[src/rtl/decade_counter_pkg.sv]
package decade_counter_pkg;

    // Default geometry of one decimal digit.
    localparam int DIGIT_W_DEF = 4;
    localparam int RADIX_DEF   = 10;

    // The action the counter takes at the next rising edge.
    typedef enum logic [1:0] {
        ACT_HOLD = 2'd0,
        ACT_LOAD = 2'd1,
        ACT_STEP = 2'd2
    } cnt_action_e;

endpackage

[src/rtl/decade_step.sv]
// Successor of a digit value: ends of range and out-of-range codes go to zero.
module decade_step #(
    parameter int DIGIT_W = 4,
    parameter int RADIX   = 10
) (
    input  logic [DIGIT_W-1:0] cur_val,
    output logic [DIGIT_W-1:0] nxt_val
);
    localparam logic [DIGIT_W-1:0] TOP_VAL = DIGIT_W'(RADIX - 1);

    always_comb begin
        if (cur_val >= TOP_VAL) begin
            nxt_val = '0;
        end else begin
            nxt_val = cur_val + DIGIT_W'(1);
        end
    end
endmodule

[src/rtl/decade_carry.sv]
// Terminal-count detect, qualified only by the chained enable.
module decade_carry #(
    parameter int DIGIT_W = 4,
    parameter int RADIX   = 10
) (
    input  logic [DIGIT_W-1:0] cur_val,
    input  logic               chain_en,
    output logic               carry
);
    localparam logic [DIGIT_W-1:0] TOP_VAL = DIGIT_W'(RADIX - 1);

    always_comb begin
        carry = chain_en && (cur_val == TOP_VAL);
    end
endmodule

[src/rtl/decade_counter.sv]
module decade_counter
    import decade_counter_pkg::*;
#(
    parameter int DIGIT_W = DIGIT_W_DEF,
    parameter int RADIX   = RADIX_DEF
) (
    input  logic               clk,
    input  logic               rst_n,
    input  logic               load_n,
    input  logic [DIGIT_W-1:0] load_val,
    input  logic               en_par,
    input  logic               en_trk,
    output logic [DIGIT_W-1:0] count,
    output logic               carry_out
);
    localparam logic [DIGIT_W-1:0] TOP_VAL = DIGIT_W'(RADIX - 1);

    typedef struct packed {
        logic [DIGIT_W-1:0] digit;
    } cnt_state_t;

    cnt_state_t         state_d;
    cnt_state_t         state_q;
    cnt_action_e        action;
    logic [DIGIT_W-1:0] step_val;

    decade_step #(
        .DIGIT_W (DIGIT_W),
        .RADIX   (RADIX)
    ) step_i (
        .cur_val (state_q.digit),
        .nxt_val (step_val)
    );

    decade_carry #(
        .DIGIT_W (DIGIT_W),
        .RADIX   (RADIX)
    ) carry_i (
        .cur_val  (state_q.digit),
        .chain_en (en_trk),
        .carry    (carry_out)
    );

    // Load outranks counting; both enables are needed to step.
    always_comb begin
        if (!load_n) begin
            action = ACT_LOAD;
        end else if (en_par && en_trk) begin
            action = ACT_STEP;
        end else begin
            action = ACT_HOLD;
        end

        state_d = state_q;
        case (action)
            ACT_LOAD: state_d.digit = load_val;
            ACT_STEP: state_d.digit = step_val;
            default:  state_d       = state_q;
        endcase
    end

    always_ff @(posedge clk or negedge rst_n) begin
        if (!rst_n) begin
            state_q <= '0;
        end else begin
            state_q <= state_d;
        end
    end

    assign count = state_q.digit;

    // Assertions beside the logic they guard.
    AST_LOAD_WINS: assert property (@(posedge clk) disable iff (!rst_n)
        !load_n |=> (count == $past(load_val)));

    AST_HOLD_IDLE: assert property (@(posedge clk) disable iff (!rst_n)
        (load_n && !(en_par && en_trk)) |=> $stable(count));

    AST_STEP_UP: assert property (@(posedge clk) disable iff (!rst_n)
        (load_n && en_par && en_trk && (count < TOP_VAL))
            |=> (count == $past(count) + DIGIT_W'(1)));

    AST_NO_OVERFLOW: assert property (@(posedge clk) disable iff (!rst_n)
        (load_n && en_par && en_trk && (count >= TOP_VAL))
            |=> (count == '0));

    AST_CARRY_SRC: assert property (@(posedge clk) disable iff (!rst_n)
        carry_out |-> (en_trk && (count == TOP_VAL)));

    AST_CARRY_SEEN: assert property (@(posedge clk) disable iff (!rst_n)
        (en_trk && (count == TOP_VAL)) |-> carry_out);

endmodule

[config.mk]
export PLATFORM = sky130hd
export DESIGN_NAME = decade_counter
export DESIGN_NICKNAME = d
export VERILOG_FILES = /design/src/rtl/decade_counter_pkg.sv /design/src/rtl/decade_step.sv /design/src/rtl/decade_carry.sv /design/src/rtl/decade_counter.sv
export SDC_FILE = /design/constraint.sdc
export NUM_CORES = 1
export LEC_CHECK = 0
export ABC_AREA = 1
export BUFFER_PORTS_ARGS = -buffer_cell sky130_fd_sc_hd__buf_4
export CORE_AREA = 2 2 39 41
export CTS_BUF_LIST = sky130_fd_sc_hd__clkbuf_4 sky130_fd_sc_hd__clkbuf_8
export CTS_CLUSTER_SIZE = 16
export DETAILED_ROUTE_END_ITERATION = 8
export DIE_AREA = 0 0 41 43
export PLACE_DENSITY_LB_ADDON = 0.15
export SLEW_MARGIN = 20
export SYNTH_ARGS = -nofsm -noshare
export SYNTH_HDL_FRONTEND = slang
export SYNTH_SLANG_ARGS = --single-unit
[constraint.sdc]
create_clock -name clk -period 1.1 [get_ports clk]
set_input_delay 0.11 -clock clk [delete_from_list [all_inputs] [get_ports clk]]
set_output_delay 0.11 -clock clk [all_outputs]
set_load 0.02 [all_outputs]
== Yosys cells after proc, flatten, opt, wreduce, memory -nomap -nowiden ==
Index checks and enable logic that the tools add are counted.

* Register bits after elaboration: 4

* Add/subtract/negate cells: 1
* Magnitude comparators: 1
* Equality and inequality tests: 3
* Mux-type cells: 4
* Reduce and logical (&&, ||, !) cells: 3

{| class="wikitable"
|+ Operators by type and width
! kind !! number
|-
| $pmux W4 S2 || 1
|-
| $add A4 B1 Y4 const B || 1
|-
| $eq A4 B4 Y1 const B || 1
|-
| $ge A4 B4 Y1 const B || 1
|-
| $mux W2 || 2
|-
| $mux W4 || 1
|-
| $eq A2 B1 Y1 const B || 1
|-
| $eq A2 B2 Y1 const B || 1
|-
| $logic_and A1 B1 Y1 || 2
|-
| $reduce_bool A2 Y1 || 1
|}

== Depth between registers and ports, before layout ==
Gate-level depths: netlist of the first run.

* Depth in word-level cells: 5
* Depth in mapped cells: 8
* Depth with buffers taken out: 8

== Modules after synthesis ==
From an unflattened synthesis of the first run, not the netlist that was laid out.

* Cells, all modules: 47
* Area, all modules: 335.3 sq um

{| class="wikitable"
|+ By module, submodules not included
! module !! instances !! cells an instance !! area each (sq um) !! sequential area each (sq um)
|-
| decade_counter || 1 || 23 || 197.7 || 100.1
|-
| decade_step || 1 || 19 || 110.1 || 0.0
|-
| decade_carry || 1 || 5 || 27.5 || 0.0
|}

== Worst setup path after synthesis of the first run ==
Ideal clock, no wire load.

* Kind: reg-to-reg
* From: register state_q (netlist bit count[0])
* To: register state_q (netlist bit count[0])
* Arrival time: 1152 ps
* Setup slack: -169 ps
* Cell stages (with the launch flop): 9
* Buffers on the path: 0
* Clock period less this slack: 1269 ps
* Cells stage by stage: dfrtp_1 -> inv_1 -> ha_1 -> nand2_1 -> nand2_2 -> nand3_2 -> nor2_1 -> nor2_1 -> nor2_1

* Longest elaborated chain between the ends: 3
* Elaborated cells on any way between the ends: 4

{| class="wikitable"
|+ Ends and longest elaborated chain
! item !! RTL line !! RTL
|-
| start: declaration || decade_counter.sv:23 || <nowiki>cnt_state_t state_q;</nowiki>
|-
| start signal: assignment || decade_counter.sv:66 || <nowiki>state_q <= state_d;</nowiki>
|-
| $add A4 B1 Y4 / $ge A4 B4 Y1 (equally long branches) || decade_step.sv:15, decade_step.sv:12 ||
|-
| $mux W4 * || decade_step.sv:12 || <nowiki>if (cur_val >= TOP_VAL) begin</nowiki>
|-
| $pmux W4 S2 * || decade_counter.sv:55 || <nowiki>case (action)</nowiki>
|}

Mark *: on every way between the ends. The rest lies on a longest branch, timed or not.
A chain may end at the register's enable or synchronous reset.

== Worst setup path after layout of the first run ==
* From: register state_q (netlist bit count[1])
* To: output port carry_out

* Longest elaborated chain between the ends: 2

{| class="wikitable"
|+ Ends and longest elaborated chain
! item !! RTL line !! RTL
|-
| $eq A4 B4 Y1 || decade_carry.sv:13 || <nowiki>carry = chain_en && (cur_val == TOP_VAL);</nowiki>
|-
| $logic_and A1 B1 Y1 || decade_carry.sv:13 ||
|-
| end: declaration || decade_counter.sv:14 || <nowiki>output logic carry_out</nowiki>
|}

No other way between the ends.

==> impl_metrics.py, run 1 <==
metrics = {
    "placement": {
        "gp_congestion": 0.742,
        "dpl_worst_slack_ns": -0.0692,
        "dp.cells": 85,
        "io_buffers": 13,
        "dpl.hpwl_um": 618,
    },
    "pwr": {
        "intPower_uw": 421,
        "max-vdd-ir-drop_uv": 290,
        "p_leak_uw": 0.000313,
        "power_frac_seq": 0.312,
        "combinationalPowerShare": 0.414,
        "p_per_area_nw_per_um2": 1050,
        "p_clk_frac": 0.274,
        "total_power_uw": 638,
        "power_switching_uw": 217,
        "p_sw_frac": 0.341,
    },
    "sta": {
        "clock-skew-final_ns": 0.000975,
        "hold_viol_final": 0,
        "rsz0062_at_grt": "true",
        "totalNegativeSetupSlack_ns": -0.758,
        "setup_slack_ns": -0.149,
        "setup_viol": 7,
        "min_period_ns": 1.25,
        "slew_headroom": 0.806,
        "worst_pin_slew_ns": 0.291,
        "slew_violations": 0,
        "fmax_mhz": 801,
        "fin_crit_sh": 1.14,
    },
    "global_route": {
        "grt_pass1_vias": 338,
        "grt.overflow.total": 0,
        "antenna_found_initial": 0,
        "grt_usage": 0.121,
        "grt_pass1_wl_um": 1440,
        "grt_max_degree": 9,
    },
    "synth": {
        "synth.distinct_cells": 12,
        "avgSynthCellArea_um2": 6.54,
        "synth_cells": 53,
        "synth_area_leaders": "dfrtp_1 29%, nand2_1 14%, nor2_1 14%",
        "synth_area_um2": 347,
        "yosys.area.top_type": "dfrtp_1",
        "ys_seq_area_frac": 0.289,
        "synth_top_area_share": 0.289,
        "synth-seq-cells": 4,
        "synth_warnings": 0,
        "syn_nets": 65,
    },
    "setup_path": {
        "rrSetupSlack_ns": -0.14,
        "critPathMaxStageDelay_ns": 0.41,
        "worstReg2RegStart": "count[1]$_DFFE_PN0P_",
        "critPathKind": "reg2out",
        "critPathMaxFanout": 2,
        "arrival_ns": 1.14,
        "crit_path_end_kind": "primary output",
        "cp_slowest_cell": "dfrtp_2",
        "timing.critical_path.cells": "inv_2, ha_4, nand3_4, nor2_4, buf_6",
        "cp-start-kind": "register",
        "worstPathRequired_ns": 0.99,
        "reg2reg_depth": 8,
        "r2r-end": "count[3]$_DFFE_PN0P_",
    },
    "finish": {
        "final-seq-area_um2": 103,
        "fillCellCount": 152,
        "drive_gt1_frac": 0.506,
        "largest_reg_flops": 4,
        "layoutNonFillerInstCount": 93,
        "antenna_cells": 0,
        "fin_nets": 91,
        "syn2layout_area_growth_pct": 74.7,
        "multi_input_comb_area_um2": 259,
    },
    "floorplan": {
        "chipHeight_um": 43,
        "initial_core_util": 0.250,
        "die_w_um": 41,
        "core_area_um2": 1380,
        "ioPinCount": 14,
        "die-area_um2": 1760,
        "rows": 14,
    },
    "drt": {
        "viasPerCell": 4.14,
        "vias": 385,
        "drtIter0Drc": 9,
        "avgRoutedWirePerCell_um": 9.16,
        "ant_nets": 0,
        "wl_um": 852,
        "drtPass1Iterations": 4,
        "drc": 0,
    },
    "min_path": {
        "hp-start": "load_val[0]",
        "hold_class": "in2reg",
        "min_to": "count[0]$_DFFE_PN0P_",
        "min_path_cells": 5,
    },
    "clock_network": {
        "cts_buffers": 3,
        "insertion_delay_ns": 0.23,
        "cts_tree": "done",
        "htreeDepth": 1,
        "clkTransAtPathRegs_ns": 0.04,
        "cts_buffer_depth": 2,
        "cts.sinks": 4,
        "root_buffer": "clkbuf_4",
    },
    "flow_run": {
        "max_cap_violations": 0,
    },
    "outcome": {
        "failed_checks": "setup timing",
        "status": "finished with violations",
    },
}
Yosys cell counts, drive strengths merged:
library cell and number:
nor2 14, dfrtp 4, ha 3, a21oi 2, nand4 3, inv 9, nand2 15, nand3 3
cell usage in the layout (no fill, tap or decap), drive strengths merged:
master	n
buf	20
nand2	15
nor2	14
inv	9
dfrtp	4
nand4	3
clkbuf	3
ha	3
nand3	3
a21oi	2
dlygate4sd3	1
power groups by stage:
stage          sequential, uW  clock (uW)  combinational (uW)
5_1_grt                   203         199                 292
4_1_cts                   200         183                 252
3_3_place_gp              201           0                 204
2_1_floorplan             219           0                90.1
3_5_place_dp              201           0                 205
6_report                  199         175                 264
repair_timing:
action | in CTS | in global routing
resized for setup | 7 | 2
pin swaps | 4 | 3
endpoints found under the hold margin | 4 | 0
gates cloned | 0 | 0
hold buffers | 1 | 0
setup buffers | 3 | 1
setup endpoints to repair | 4 | 7
worst max path at each step:
stage	start	endpoint	slack, ns	depth (start not counted)
after floorplan	count[1]$_DFFE_PN0P_	count[0]$_DFFE_PN0P_	-0.05	8
after global placement	count[1]$_DFFE_PN0P_	count[3]$_DFFE_PN0P_	-0.07	8
after detailed placement	count[1]$_DFFE_PN0P_	count[3]$_DFFE_PN0P_	-0.07	8
after CTS	count[1]$_DFFE_PN0P_	carry_out	-0.17	5
after global routing	count[1]$_DFFE_PN0P_	count[0]$_DFFE_PN0P_	-0.23	9
final	count[1]$_DFFE_PN0P_	carry_out	-0.15	5
area by class of cell:
class / count / area share
inverters: 9 / 0.0558
repair buffers: 21 / 0.277
multi-input cells: 40 / 0.428
clock buffers: 3 / 0.0372
well taps: 16 / 0.0331
flip-flops and latches: 4 / 0.169
per-stage QoR:
step | hold slack, ns | cell area, um^2 | utilization
final | 0.199 | 606 | 0.438
after global routing | 0.229 | 606 | 0.438
after CTS | 0.194 | 591 | 0.427
after detailed placement | -0.0929 | 494 | 0.357
after global placement | -0.0929 | 494 | 0.357
after floorplan | -0.186 | 354 | -
layer usage:
| layer | GRT usage | routed length (um) | part of all wire | up-vias |
|---|---|---|---|---|
| met2 | 0.156 | 431 | 0.51 | 10 |
| li1 | - | - | - | 212 |
| met1 | 0.177 | 387 | 0.45 | 163 |
| met4 | 0.0800 | 0 | 0 | 0 |
| met5 | 0 | 0 | 0 | - |
| met3 | 0.0157 | 34 | 0.040 | 0 |
worst max-delay path, delay by kind of cell, from the launching register on:
kind          cells  cell delay [ns]
fa+ha+maj         1             0.14
buf+inv           2             0.20
flops             1             0.41
simple gates      2             0.16
cells by family (layout without fill, tap and decap cells):
logic type / Yosys count / count (layout) / synth area share
and+or+nand+nor: 35 / 35 / 0.477
DFF: 4 / 4 / 0.289
AOI/OAI and AO/OA: 2 / 2 / 0.0289
buffers and inverters: 9 / 33 / 0.0975
adders and majority gates: 3 / 3 / 0.108
Note: power is estimated with default switching activity, not from simulation.
==> run 2: changes to the inputs <==
Settings changed: HOLD_SLACK_MARGIN set to 0.12.
Clock period 1.1 ns to 1.2 ns, I/O delays scaled along.
==> run 2 against run 1 <==
Net effect: the run still ends with setup timing left; critical path type unchanged; via count is 0.26% higher; sequential power shrank 9%; critical path depth unchanged; largest power group unchanged.
==> impl_metrics.py, run 2 (same netlist as run 1, synthesis figures left out) <==
metrics = {
    "outcome": {
        "status": "finished with violations",
        "failed_checks": "setup timing",
    },
    "floorplan": {
        "core_area_um2": 1380,
        "die_w_um": 41,
        "chipHeight_um": 43,
        "rows": 14,
        "ioPinCount": 14,
        "die-area_um2": 1760,
        "initial_core_util": 0.250,
    },
    "setup_path": {
        "worstPathRequired_ns": 1.08,
        "cp-start-kind": "register",
        "crit_path_end_kind": "primary output",
        "critPathMaxFanout": 2,
        "arrival_ns": 1.11,
        "critPathKind": "reg2out",
    },
    "placement": {
        "dp.cells": 84,
        "gp_congestion": 0.781,
        "placed_cell_area_um2": 484,
        "dpl.hpwl_um": 690,
        "io_buffers": 13,
        "dpl_worst_slack_ns": -0.00765,
    },
    "flow_run": {
        "max_cap_violations": 0,
    },
    "pwr": {
        "intPower_uw": 374,
        "total_power_uw": 575,
        "p_per_area_nw_per_um2": 979,
        "p_leak_uw": 0.000303,
        "power_switching_uw": 201,
        "max-vdd-ir-drop_uv": 462,
        "p_clk_frac": 0.290,
        "p_sw_frac": 0.349,
        "power_frac_seq": 0.314,
        "combinationalPowerShare": 0.395,
    },
    "global_route": {
        "grt_pass1_wl_um": 1480,
        "grt_pass1_vias": 389,
        "grt_max_degree": 9,
        "grt.overflow.total": 0,
        "antenna_found_initial": 0,
        "grt_usage": 0.130,
    },
    "drt": {
        "drc": 0,
        "vias": 386,
        "drtPass1Iterations": 1,
        "wl_um": 865,
        "avgRoutedWirePerCell_um": 9.51,
        "viasPerCell": 4.24,
        "drtIter0Drc": 0,
        "ant_nets": 0,
    },
    "clock_network": {
        "cts_tree": "done",
        "cts_buffers": 3,
        "clkTransAtPathRegs_ns": 0.04,
        "cts_buffer_depth": 2,
        "cts.sinks": 4,
        "root_buffer": "clkbuf_4",
        "insertion_delay_ns": 0.23,
        "htreeDepth": 1,
    },
    "sta": {
        "fin_crit_sh": 1.03,
        "setup_viol": 1,
        "hold_viol_final": 0,
        "setup_slack_ns": -0.0345,
        "min_period_ns": 1.23,
        "clock-skew-final_ns": 0.00466,
        "slew_violations": 0,
        "rsz0062_at_grt": "true",
        "worst_pin_slew_ns": 0.273,
        "fmax_mhz": 810,
        "slew_headroom": 0.818,
    },
    "min_path": {
        "hold_class": "in2reg",
    },
    "finish": {
        "fin_util": 0.424,
        "stdcell_area_um2": 587,
        "final_common_cell": "buf_4",
        "antenna_cells": 0,
        "fin_nets": 89,
        "layoutNonFillerInstCount": 91,
        "syn2layout_area_growth_pct": 69.3,
        "drive_gt1_frac": 0.480,
        "largest_reg_flops": 4,
        "final_cell_mix": "17 x buf_4, 12 x nor2_1, 12 x nand2_1",
    },
}
run 2: changes by cell type in the layout (fill, tap and decap cells not counted), sizes merged:
| cell | delta |
|---|---|
| buf | -2 |
run 2: metal layers:
layer / part of all wire / vias to the layer above / global-route usage
met3: 0.023 / 2 / 0.0314
met2: 0.52 / 5 / 0.209
met5: 0 / - / 0
li1: - / 208 / -
met1: 0.44 / 171 / 0.134
met4: 0.0092 / 0 / 0.100
run 2: what timing repair did:
action | CTS | global route
setup endpoints to repair | 3 | 6
buffers inserted | 3 | 0
pin swaps | 2 | 1
resized for setup | 7 | 3
hold endpoints to repair | 4 | 0
cloned | 0 | 0
hold buffers | 1 | 0
run 2: power groups by stage:
stage / Combinational [uW] / Clock (uW) / Sequential [uW]
6_report: 227 / 167 / 181
5_1_grt: 250 / 184 / 183
4_1_cts: 221 / 174 / 181
3_5_place_dp: 186 / 0 / 181
3_3_place_gp: 187 / 0 / 180
2_1_floorplan: 81.7 / 0 / 199
run 2: critical path, stage by stage (launching register included):
cell     delay, ns
dfrtp_2       0.40
inv_2         0.07
ha_4          0.13
nand3_4       0.07
nor2_4        0.09
buf_6         0.11
run 2: final timing paths:
path,startpoint,to,slack [ns],cells past startpoint
max,count[1]$_DFFE_PN0P_,carry_out,-0.03,5
min,load_val[0],count[0]$_DFFE_PN0P_,0.21,5
max reg2reg,count[1]$_DFFE_PN0P_,count[0]$_DFFE_PN0P_,0.01,9
min reg2reg,count[2]$_DFFE_PN0P_,count[2]$_DFFE_PN0P_,0.67,2
max in group asynchronous,rst_n,count[1]$_DFFE_PN0P_,0.86,2
min in group asynchronous,rst_n,count[2]$_DFFE_PN0P_,0.22,2
run 2: cell type report:
| type | count | area [um^2] |
|---|---|---|
| tap | 16 | 20.0 |
| clock buffer | 3 | 22.5 |
| timing repair buffer | 19 | 149 |
| multi-input combinational | 40 | 259 |
| fill | 149 | 797 |
| sequential | 4 | 103 |
| inverter | 9 | 33.8 |
run 2: per-stage QoR:
step | hold slack, ns | setup TNS [ns]
final | 0.209 | -0.0345
after floorplan | -0.176 | 0
after global placement | -0.0814 | 0
after global routing | 0.213 | -0.327
after detailed placement | -0.0800 | -0.0136
after CTS | 0.206 | -0.148
